$ cat src/rtl/spi_rm_pkg.sv
package spi_rm_pkg;
   localparam int unsigned ADDR_W = 9;
   localparam logic [ADDR_W-1:0] A_CMD   = 9'h000;
   localparam logic [ADDR_W-1:0] A_CMD2  = 9'h004;
   localparam logic [ADDR_W-1:0] A_STAT  = 9'h008;
   localparam logic [ADDR_W-1:0] A_STAT2 = 9'h01C;
   localparam logic [ADDR_W-1:0] A_TXP   = 9'h100;
   localparam logic [ADDR_W-1:0] A_RXP   = 9'h180;
   // command fields
   localparam int B_EN = 31, B_GO = 30, B_MST = 28, B_CSVAL = 12, B_CSSW = 11;
   // command2 fields
   localparam int B2_RXEN = 31, B2_TXEN = 30, B2_SEL = 18;
   // status fields
   localparam int S_BSY = 31, S_RDY = 30, S_RXOVF = 25, S_TXUNR = 24;
   localparam int S_RXE = 23, S_RXF = 22, S_TXE = 21, S_TXF = 20;
   localparam int S_TXOVF = 19, S_RXUNR = 18;
   localparam int S2_RXLVL = 16;
   localparam int NUM_CS = 4;
   localparam int SEL_W  = 2;
endpackage

$ cat src/rtl/spi_rm_fifo.sv
module spi_rm_fifo #(
   parameter int W     = 32,
   parameter int DEPTH = 4
) (
   input  logic                           clk,
   input  logic                           rst_n,
   input  logic                           push,
   input  logic [W-1:0]                   din,
   input  logic                           pop,
   output logic [W-1:0]                   dout,
   output logic                           full,
   output logic                           empty,
   output logic [$clog2(DEPTH+1)-1:0]     level
);
   localparam int PTR_W = (DEPTH > 1) ? $clog2(DEPTH) : 1;
   localparam int LVL_W = $clog2(DEPTH+1);

   logic [W-1:0]     mem [DEPTH];
   logic [PTR_W-1:0] wp, rp, wp_nx, rp_nx;
   logic [LVL_W-1:0] cnt;

   generate
      if ((DEPTH & (DEPTH-1)) == 0) begin : g_pow2
         assign wp_nx = wp + 1'b1;
         assign rp_nx = rp + 1'b1;
      end else begin : g_wrap
         assign wp_nx = (wp == PTR_W'(DEPTH-1)) ? '0 : wp + 1'b1;
         assign rp_nx = (rp == PTR_W'(DEPTH-1)) ? '0 : rp + 1'b1;
      end
   endgenerate

   always_ff @(posedge clk) begin
      if (push) mem[wp] <= din;
   end

   always_ff @(posedge clk or negedge rst_n) begin
      if (!rst_n) begin
         wp  <= '0;
         rp  <= '0;
         cnt <= '0;
      end else begin
         if (push) wp <= wp_nx;
         if (pop)  rp <= rp_nx;
         case ({push, pop})
            2'b10:   cnt <= cnt + 1'b1;
            2'b01:   cnt <= cnt - 1'b1;
            default: cnt <= cnt;
         endcase
      end
   end

   assign dout  = mem[rp];
   assign full  = (cnt == LVL_W'(DEPTH));
   assign empty = (cnt == '0);
   assign level = cnt;

   p_push_room_r7: assert property (@(posedge clk) disable iff (!rst_n) push |-> !full)
      else $error("push into full queue");
   p_pop_data_r8: assert property (@(posedge clk) disable iff (!rst_n) pop |-> !empty)
      else $error("pop from empty queue");
endmodule

$ cat src/rtl/spi_rm_shift.sv
module spi_rm_shift #(
   parameter int W    = 32,
   parameter int HALF = 2
) (
   input  logic                  clk,
   input  logic                  rst_n,
   input  logic                  start,
   input  logic [$clog2(W)-1:0]  len,
   input  logic [W-1:0]          word,
   input  logic                  miso,
   output logic                  sck,
   output logic                  mosi,
   output logic                  busy,
   output logic                  done,
   output logic [W-1:0]          rx_word
);
   localparam int LEN_W = $clog2(W);
   localparam int CNT_W = (HALF > 1) ? $clog2(HALF) : 1;

   logic [CNT_W-1:0] cnt;
   logic [LEN_W:0]   left;
   logic [W-1:0]     tx_sh, rx_sh;
   logic             tick;

   assign tick    = busy && (cnt == CNT_W'(HALF-1));
   assign done    = tick && sck && (left == (LEN_W+1)'(1));
   assign mosi    = busy && tx_sh[W-1];
   assign rx_word = rx_sh;

   always_ff @(posedge clk or negedge rst_n) begin
      if (!rst_n) begin
         busy  <= 1'b0;
         sck   <= 1'b0;
         cnt   <= '0;
         left  <= '0;
         tx_sh <= '0;
         rx_sh <= '0;
      end else if (start && !busy) begin
         busy  <= 1'b1;
         sck   <= 1'b0;
         cnt   <= '0;
         left  <= {1'b0, len} + (LEN_W+1)'(1);
         tx_sh <= word << (LEN_W'(W-1) - len);
         rx_sh <= '0;
      end else if (busy) begin
         if (tick) begin
            cnt <= '0;
            sck <= ~sck;
            if (!sck) begin
               rx_sh <= {rx_sh[W-2:0], miso};
            end else if (done) begin
               busy <= 1'b0;
            end else begin
               left  <= left - 1'b1;
               tx_sh <= tx_sh << 1;
            end
         end else begin
            cnt <= cnt + 1'b1;
         end
      end
   end

   p_sck_rest_r2: assert property (@(posedge clk) disable iff (!rst_n) !busy |-> !sck)
      else $error("clock active while idle");
   p_mosi_hold_r2: assert property (@(posedge clk) disable iff (!rst_n)
      (sck && $past(sck)) |-> $stable(mosi))
      else $error("data-out moved while clock high");
endmodule

$ cat src/rtl/spi_regmaster.sv
module spi_regmaster
   import spi_rm_pkg::*;
#(
   parameter int FIFO_DEPTH = 4,
   parameter int SCK_HALF   = 2
) (
   input  logic              clk,
   input  logic              rst_n,
   input  logic [ADDR_W-1:0] bus_addr,
   input  logic              bus_wr,
   input  logic              bus_rd,
   input  logic [31:0]       bus_wdata,
   output logic [31:0]       bus_rdata,
   output logic              sck,
   output logic              mosi,
   input  logic              miso,
   output logic [NUM_CS-1:0] cs_n
);
   localparam int WORD_W = 32;
   localparam int LEN_W  = $clog2(WORD_W);
   localparam int LVL_W  = $clog2(FIFO_DEPTH+1);

   generate
      if (FIFO_DEPTH < 2 || FIFO_DEPTH > 64) begin : g_bad_depth
         $error("FIFO_DEPTH must lie in 2..64");
      end
      if (SCK_HALF < 1) begin : g_bad_half
         $error("SCK_HALF must be at least 1");
      end
   endgenerate

   // register state
   logic             en_q, go_q, mst_q, cssw_q, csval_q, rxen_q, txen_q;
   logic [LEN_W-1:0] len_q;
   logic [SEL_W-1:0] sel_q;
   logic             rdy_q, rxovf_q, txunr_q, txovf_q, rxunr_q;

   // decode
   logic wr_cmd, wr_cmd2, wr_stat, wr_txp, rd_rxp;
   assign wr_cmd  = bus_wr && (bus_addr == A_CMD);
   assign wr_cmd2 = bus_wr && (bus_addr == A_CMD2);
   assign wr_stat = bus_wr && (bus_addr == A_STAT);
   assign wr_txp  = bus_wr && (bus_addr == A_TXP);
   assign rd_rxp  = bus_rd && (bus_addr == A_RXP);

   logic unused_wbits;
   assign unused_wbits = ^bus_wdata;

   // queues and shifter
   logic [WORD_W-1:0] tx_head, rx_head, rx_word;
   logic              tx_full, tx_empty, rx_full, rx_empty;
   logic [LVL_W-1:0]  tx_lvl, rx_lvl;
   logic              busy, done, start;

   assign start = go_q && en_q && mst_q && !busy;

   spi_rm_fifo #(.W(WORD_W), .DEPTH(FIFO_DEPTH)) u_txq (
      .clk(clk), .rst_n(rst_n),
      .push(wr_txp && !tx_full), .din(bus_wdata),
      .pop(start && txen_q && !tx_empty), .dout(tx_head),
      .full(tx_full), .empty(tx_empty), .level(tx_lvl));

   spi_rm_fifo #(.W(WORD_W), .DEPTH(FIFO_DEPTH)) u_rxq (
      .clk(clk), .rst_n(rst_n),
      .push(done && rxen_q && !rx_full), .din(rx_word),
      .pop(rd_rxp && !rx_empty), .dout(rx_head),
      .full(rx_full), .empty(rx_empty), .level(rx_lvl));

   spi_rm_shift #(.W(WORD_W), .HALF(SCK_HALF)) u_shift (
      .clk(clk), .rst_n(rst_n), .start(start), .len(len_q),
      .word((txen_q && !tx_empty) ? tx_head : '0),
      .miso(miso), .sck(sck), .mosi(mosi), .busy(busy), .done(done),
      .rx_word(rx_word));

   // control registers
   always_ff @(posedge clk or negedge rst_n) begin
      if (!rst_n) begin
         en_q <= 1'b0; go_q <= 1'b0; mst_q <= 1'b0;
         cssw_q <= 1'b0; csval_q <= 1'b0; len_q <= '0;
         rxen_q <= 1'b0; txen_q <= 1'b0; sel_q <= '0;
      end else begin
         if (wr_cmd) begin
            en_q    <= bus_wdata[B_EN];
            go_q    <= bus_wdata[B_GO];
            mst_q   <= bus_wdata[B_MST];
            cssw_q  <= bus_wdata[B_CSSW];
            csval_q <= bus_wdata[B_CSVAL];
            len_q   <= bus_wdata[LEN_W-1:0];
         end else if (start) begin
            go_q <= 1'b0;
         end
         if (wr_cmd2) begin
            rxen_q <= bus_wdata[B2_RXEN];
            txen_q <= bus_wdata[B2_TXEN];
            sel_q  <= bus_wdata[B2_SEL +: SEL_W];
         end
      end
   end

   // sticky flags: a set event wins over a clearing write
   always_ff @(posedge clk or negedge rst_n) begin
      if (!rst_n) begin
         rdy_q <= 1'b0; rxovf_q <= 1'b0; txunr_q <= 1'b0;
         txovf_q <= 1'b0; rxunr_q <= 1'b0;
      end else begin
         rdy_q   <= done | (rdy_q & ~(wr_stat & bus_wdata[S_RDY]));
         rxovf_q <= (done && rxen_q && rx_full) | (rxovf_q & ~(wr_stat & bus_wdata[S_RXOVF]));
         txunr_q <= (start && txen_q && tx_empty) | (txunr_q & ~(wr_stat & bus_wdata[S_TXUNR]));
         txovf_q <= (wr_txp && tx_full) | (txovf_q & ~(wr_stat & bus_wdata[S_TXOVF]));
         rxunr_q <= (rd_rxp && rx_empty) | (rxunr_q & ~(wr_stat & bus_wdata[S_RXUNR]));
      end
   end

   // read mux
   always_comb begin
      bus_rdata = '0;
      case (bus_addr)
         A_CMD: begin
            bus_rdata[B_EN]        = en_q;
            bus_rdata[B_GO]        = go_q;
            bus_rdata[B_MST]       = mst_q;
            bus_rdata[B_CSVAL]     = csval_q;
            bus_rdata[B_CSSW]      = cssw_q;
            bus_rdata[LEN_W-1:0]   = len_q;
         end
         A_CMD2: begin
            bus_rdata[B2_RXEN]         = rxen_q;
            bus_rdata[B2_TXEN]         = txen_q;
            bus_rdata[B2_SEL +: SEL_W] = sel_q;
         end
         A_STAT: begin
            bus_rdata[S_BSY]   = busy;
            bus_rdata[S_RDY]   = rdy_q;
            bus_rdata[S_RXOVF] = rxovf_q;
            bus_rdata[S_TXUNR] = txunr_q;
            bus_rdata[S_RXE]   = rx_empty;
            bus_rdata[S_RXF]   = rx_full;
            bus_rdata[S_TXE]   = tx_empty;
            bus_rdata[S_TXF]   = tx_full;
            bus_rdata[S_TXOVF] = txovf_q;
            bus_rdata[S_RXUNR] = rxunr_q;
         end
         A_STAT2: begin
            bus_rdata[LVL_W-1:0]         = tx_lvl;
            bus_rdata[S2_RXLVL +: LVL_W] = rx_lvl;
         end
         A_RXP:   bus_rdata = rx_empty ? '0 : rx_head;
         default: bus_rdata = '0;
      endcase
   end

   // chip-select decode
   generate
      for (genvar i = 0; i < NUM_CS; i++) begin : g_cs
         assign cs_n[i] = !((sel_q == SEL_W'(i)) && (cssw_q ? csval_q : busy));
      end
   endgenerate

   p_busy_ready_r5: assert property (@(posedge clk) disable iff (!rst_n) $fell(busy) |-> rdy_q)
      else $error("ready not set at end of word");
   p_go_clears_r4: assert property (@(posedge clk) disable iff (!rst_n)
      (start && !wr_cmd) |=> !go_q)
      else $error("start bit not cleared on acceptance");
   p_one_select_r11: assert property (@(posedge clk) disable iff (!rst_n) $onehot0(~cs_n))
      else $error("more than one chip select active");
   p_txovf_set_r7: assert property (@(posedge clk) disable iff (!rst_n)
      (wr_txp && tx_full) |=> txovf_q)
      else $error("transmit overflow not flagged");
   p_rxunr_set_r8: assert property (@(posedge clk) disable iff (!rst_n)
      (rd_rxp && rx_empty) |=> rxunr_q)
      else $error("receive underrun not flagged");
endmodule

$ cat config.mk
export PLATFORM = sky130hd
export DESIGN_NAME = spi_regmaster
export DESIGN_NICKNAME = d
export VERILOG_FILES = /design/src/rtl/spi_rm_pkg.sv /design/src/rtl/spi_rm_fifo.sv /design/src/rtl/spi_rm_shift.sv /design/src/rtl/spi_regmaster.sv
export SDC_FILE = /design/constraint.sdc
export NUM_CORES = 1
export LEC_CHECK = 0
export BUFFER_PORTS_ARGS = -buffer_cell sky130_fd_sc_hd__buf_4
export CAP_MARGIN = 10
export CELL_PAD_IN_SITES_DETAIL_PLACEMENT = 1
export CELL_PAD_IN_SITES_GLOBAL_PLACEMENT = 2
export CORE_ASPECT_RATIO = 1.4
export CORE_MARGIN = 10
export CORE_UTILIZATION = 45
export CTS_BUF_LIST = sky130_fd_sc_hd__clkbuf_4 sky130_fd_sc_hd__clkbuf_8
export CTS_CLUSTER_SIZE = 25
export DETAILED_ROUTE_END_ITERATION = 10
export PLACE_DENSITY = 0.91
export SYNTH_ARGS = -nofsm -noshare
export SYNTH_HDL_FRONTEND = slang
export SYNTH_SLANG_ARGS = --single-unit
$ cat constraint.sdc
create_clock -name clk -period 5.05 [get_ports clk]
set_input_delay 0.505 -clock clk [delete_from_list [all_inputs] [get_ports clk]]
set_output_delay 0.505 -clock clk [all_outputs]
set_load 0.01 [all_outputs]
==> results.json <==
{
  "outcome": "finished, final reports clean",
  "place.gp.congestion": 0.9429,
  "cts_buffer_depth": 3,
  "synth_warnings": 0,
  "dr.first_iter.drc_count": 822,
  "grt_pass1_wl_um": 78490,
  "synth_cells": 1192,
  "final_cells": 1796,
  "ios": 84,
  "syn_area_um2": 17390,
  "cts_made_buffers": 52,
  "rsz0062_at_grt": "false",
  "fp.coreArea_um2": 38290,
  "ant_nets": 0,
  "antenna_found_initial": 1,
  "cpMostUsedCell": "buf_4",
  "drt-total-wl_um": 51260,
  "via_count": 11250,
  "drt-wirelength-per-cell_um": 28.54,
  "cp.required_ns": 4.55,
  "first_pass_iters": 5,
  "syn_avg_cell_area_um2": 14.59,
  "clock.fmax_ghz": 0.2951,
  "tightest_slew_ns": 1.149,
  "grt_start_max_net_pins": 64,
  "hold_viol_final": 0,
  "die_area_um2": 47010,
  "final_cell_mix": "256 x edfxtp_1, 154 x nand2_1, 111 x buf_4, 102 x dfrtp_1, 90 x mux4_2",
  "crit_path_cell_trace": "buf_4 -> mux4_2 -> a22o_1 -> buf_4",
  "htree_num_levels": 2,
  "path_buf_inv": 2,
  "skew_ns": 0.02320,
  "tritoncts": "built",
  "setup_violations": 0,
  "drcViolationCount": 0,
  "hpwl_um": 35490,
  "via_per_inst": 6.263,
  "nNetsFinal": 1335,
  "placementRows": 85,
  "slew_headroom": 0.2294,
  "cp_slowest_cell": "dfrtp_2",
  "clock-sinks": 362,
  "crit_family": "flip-flops",
  "slew_viol_final": 0,
  "synth_seq_area_share": 0.5947,
  "synth_fp_nets": 1253,
  "cts_root_buf": "clkbuf_8",
  "dp_cells": 1697,
  "ir_worst_vdd_mv": 0.2478,
  "clk_latency_ns": 0.61,
  "fp.dieH_um": 252.6,
  "hold_path_class": "input pin to flip-flop",
  "start_util": 0.4542,
  "die_x_um": 186.1,
  "start_kind": "flip-flop",
  "cp_max_fo": 23,
  "final.min_clock_period_ns": 3.388,
  "rrSetupSlack_ns": 1.70,
  "crit_type": "flip-flop to output pin",
  "cpPeakStageDelay_ns": 0.87,
  "ys_types": 81,
  "setup_tns_ns": 0,
  "worstSetupEndpointType": "output pin",
  "postCtsResizedCells": 0,
  "synth-async-reset-ratio": 0.2928,
  "synth_flop_cell": "edfxtp_1",
  "maxCapViolations": 0,
  "n_antenna_cell": 0,
  "fin_crit_sh": 0.6709,
  "path_clk_slew_ns": 0.07,
  "synth-edff-count": 256,
  "synthToLayoutAreaGrowth_pct": 11.56,
  "drive_gt1_frac": 0.2572,
  "grt_pass1_vias": 12350,
  "globalRouteTotalUtil": 0.2209,
  "p_leak_nw": 6.910,
  "synth_seq_cells": 362,
  "powerDensity_nw_per_um2": 304.3,
  "grt-ovfl-total": 0,
  "cp.arrival_ns": 2.88,
  "final_common_cell": "edfxtp_1",
  "numPortBuffers": 83
}
[power breakdown]
part           internal, W  switching, W  total, W
Combinational    0.0000756      0.000104  0.000180
Sequential         0.00317     0.0000163   0.00319
Clock              0.00135       0.00118   0.00253
[timing repair]
action | CTS | global route
setup buffers | 0 | 0
endpoints found under the hold margin | 31 | 0
endpoints found under the setup margin | 0 | 0
hold buffers | 1 | 0
[logic make-up (layout without fill, tap and decap cells)]
group | after synthesis | count (layout) | share of synthesized area
AOI/OAI and AO/OA | 210 | 210 | 0.08225
xor gates and xnor gates | 20 | 20 | 0.01007
adders and majority gates | 15 | 15 | 0.01166
buffers and inverters | 103 | 229 | 0.03893
DFF | 362 | 362 | 0.5947
muxes | 181 | 181 | 0.1842
and+or+nand+nor | 301 | 301 | 0.07822
[cell type report]
class | count | area (um^2)
Fill cell | 3751 | 18890
Multi-Input combinational cell | 727 | 6397
Sequential cell | 362 | 10350
Clock buffer | 67 | 872.1
Clock inverter | 31 | 267.8
Tap cell | 478 | 598.1
Inverter | 19 | 71.32
Timing Repair Buffer | 112 | 843.3
[final timing paths]
path,startpoint,endpoint,cells after the start
worst max-delay path,u_rxq.rp[0],bus_rdata[16],4
worst min-delay path,bus_wdata[8],u_txq.mem[1][8],1
worst min register to register,rdy_q,rdy_q,1
min in group asynchronous,rst_n,u_shift.tx_sh[22],2
max in group asynchronous,rst_n,u_txq.rp[1],3
worst max register to register,u_txq.rp[1],u_shift.tx_sh[29],7
[stage by stage]
step / util / cell area, um^2 / hold slack (ns) / setup WS [ns] / power, W
final: 0.5066 / 19400 / 0.09344 / 1.662 / 0.005903
after global routing: 0.5066 / 19400 / 0.08347 / 1.447 / 0.006089
after CTS: 0.5066 / 19400 / 0.06756 / 1.562 / 0.005948
after detailed placement: 0.4766 / 18250 / 0.4744 / 1.675 / 0.003431
after global placement: 0.4766 / 18250 / 0.4644 / 1.750 / 0.003424
after floorplan: - / 17390 / 0.2094 / 2.373 / 0.003336
[per-layer routing]
| layer | share of wire | global-route usage | up-vias |
|---|---|---|---|
| met5 | 0 | 0 | - |
| met4 | 0.044 | 0.1007 | 0 |
| met3 | 0.048 | 0.03236 | 130 |
| met2 | 0.54 | 0.3967 | 391 |
| met1 | 0.37 | 0.2527 | 5924 |
| li1 | - | - | 4803 |
[flip-flops by register name, indices dropped and copies added (netlist names), 3 cells and up]
register	flops
u_shift.left	6
u_shift.tx_sh	32
u_rxq.mem	128
u_rxq.level	3
len_q	5
u_txq.mem	128
u_txq.level	3
u_shift.rx_word	32
[cells in the mapped netlist, drive strengths merged (4+ instances only)]
library cell | number | area (um^2)
nor2b | 4 | 25.02
nand3 | 25 | 125.1
mux4 | 104 | 2395
o31ai | 4 | 35.03
o21ai | 42 | 214.0
and2 | 26 | 163.9
inv | 17 | 63.81
xor2 | 8 | 70.07
dfrtp | 106 | 2653
o21a | 8 | 60.06
edfxtp | 256 | 7687
clkbuf | 62 | 426.7
a22oi | 12 | 95.09
a22o | 11 | 96.34
a222oi | 4 | 40.04
mux2i | 47 | 470.5
xnor2 | 12 | 105.1
nand2b | 5 | 31.28
and3 | 6 | 37.54
a21oi | 51 | 255.2
nor3 | 13 | 65.06
o22ai | 17 | 106.4
ha | 13 | 162.7
a32o | 6 | 60.06
nand2 | 154 | 578.1
nor2 | 48 | 180.2
buf | 22 | 178.9
a211oi | 7 | 62.56
mux2 | 30 | 337.8
o211ai | 7 | 52.55
a31oi | 5 | 31.28
No activity file was read; power rests on OpenSTA's default activity.
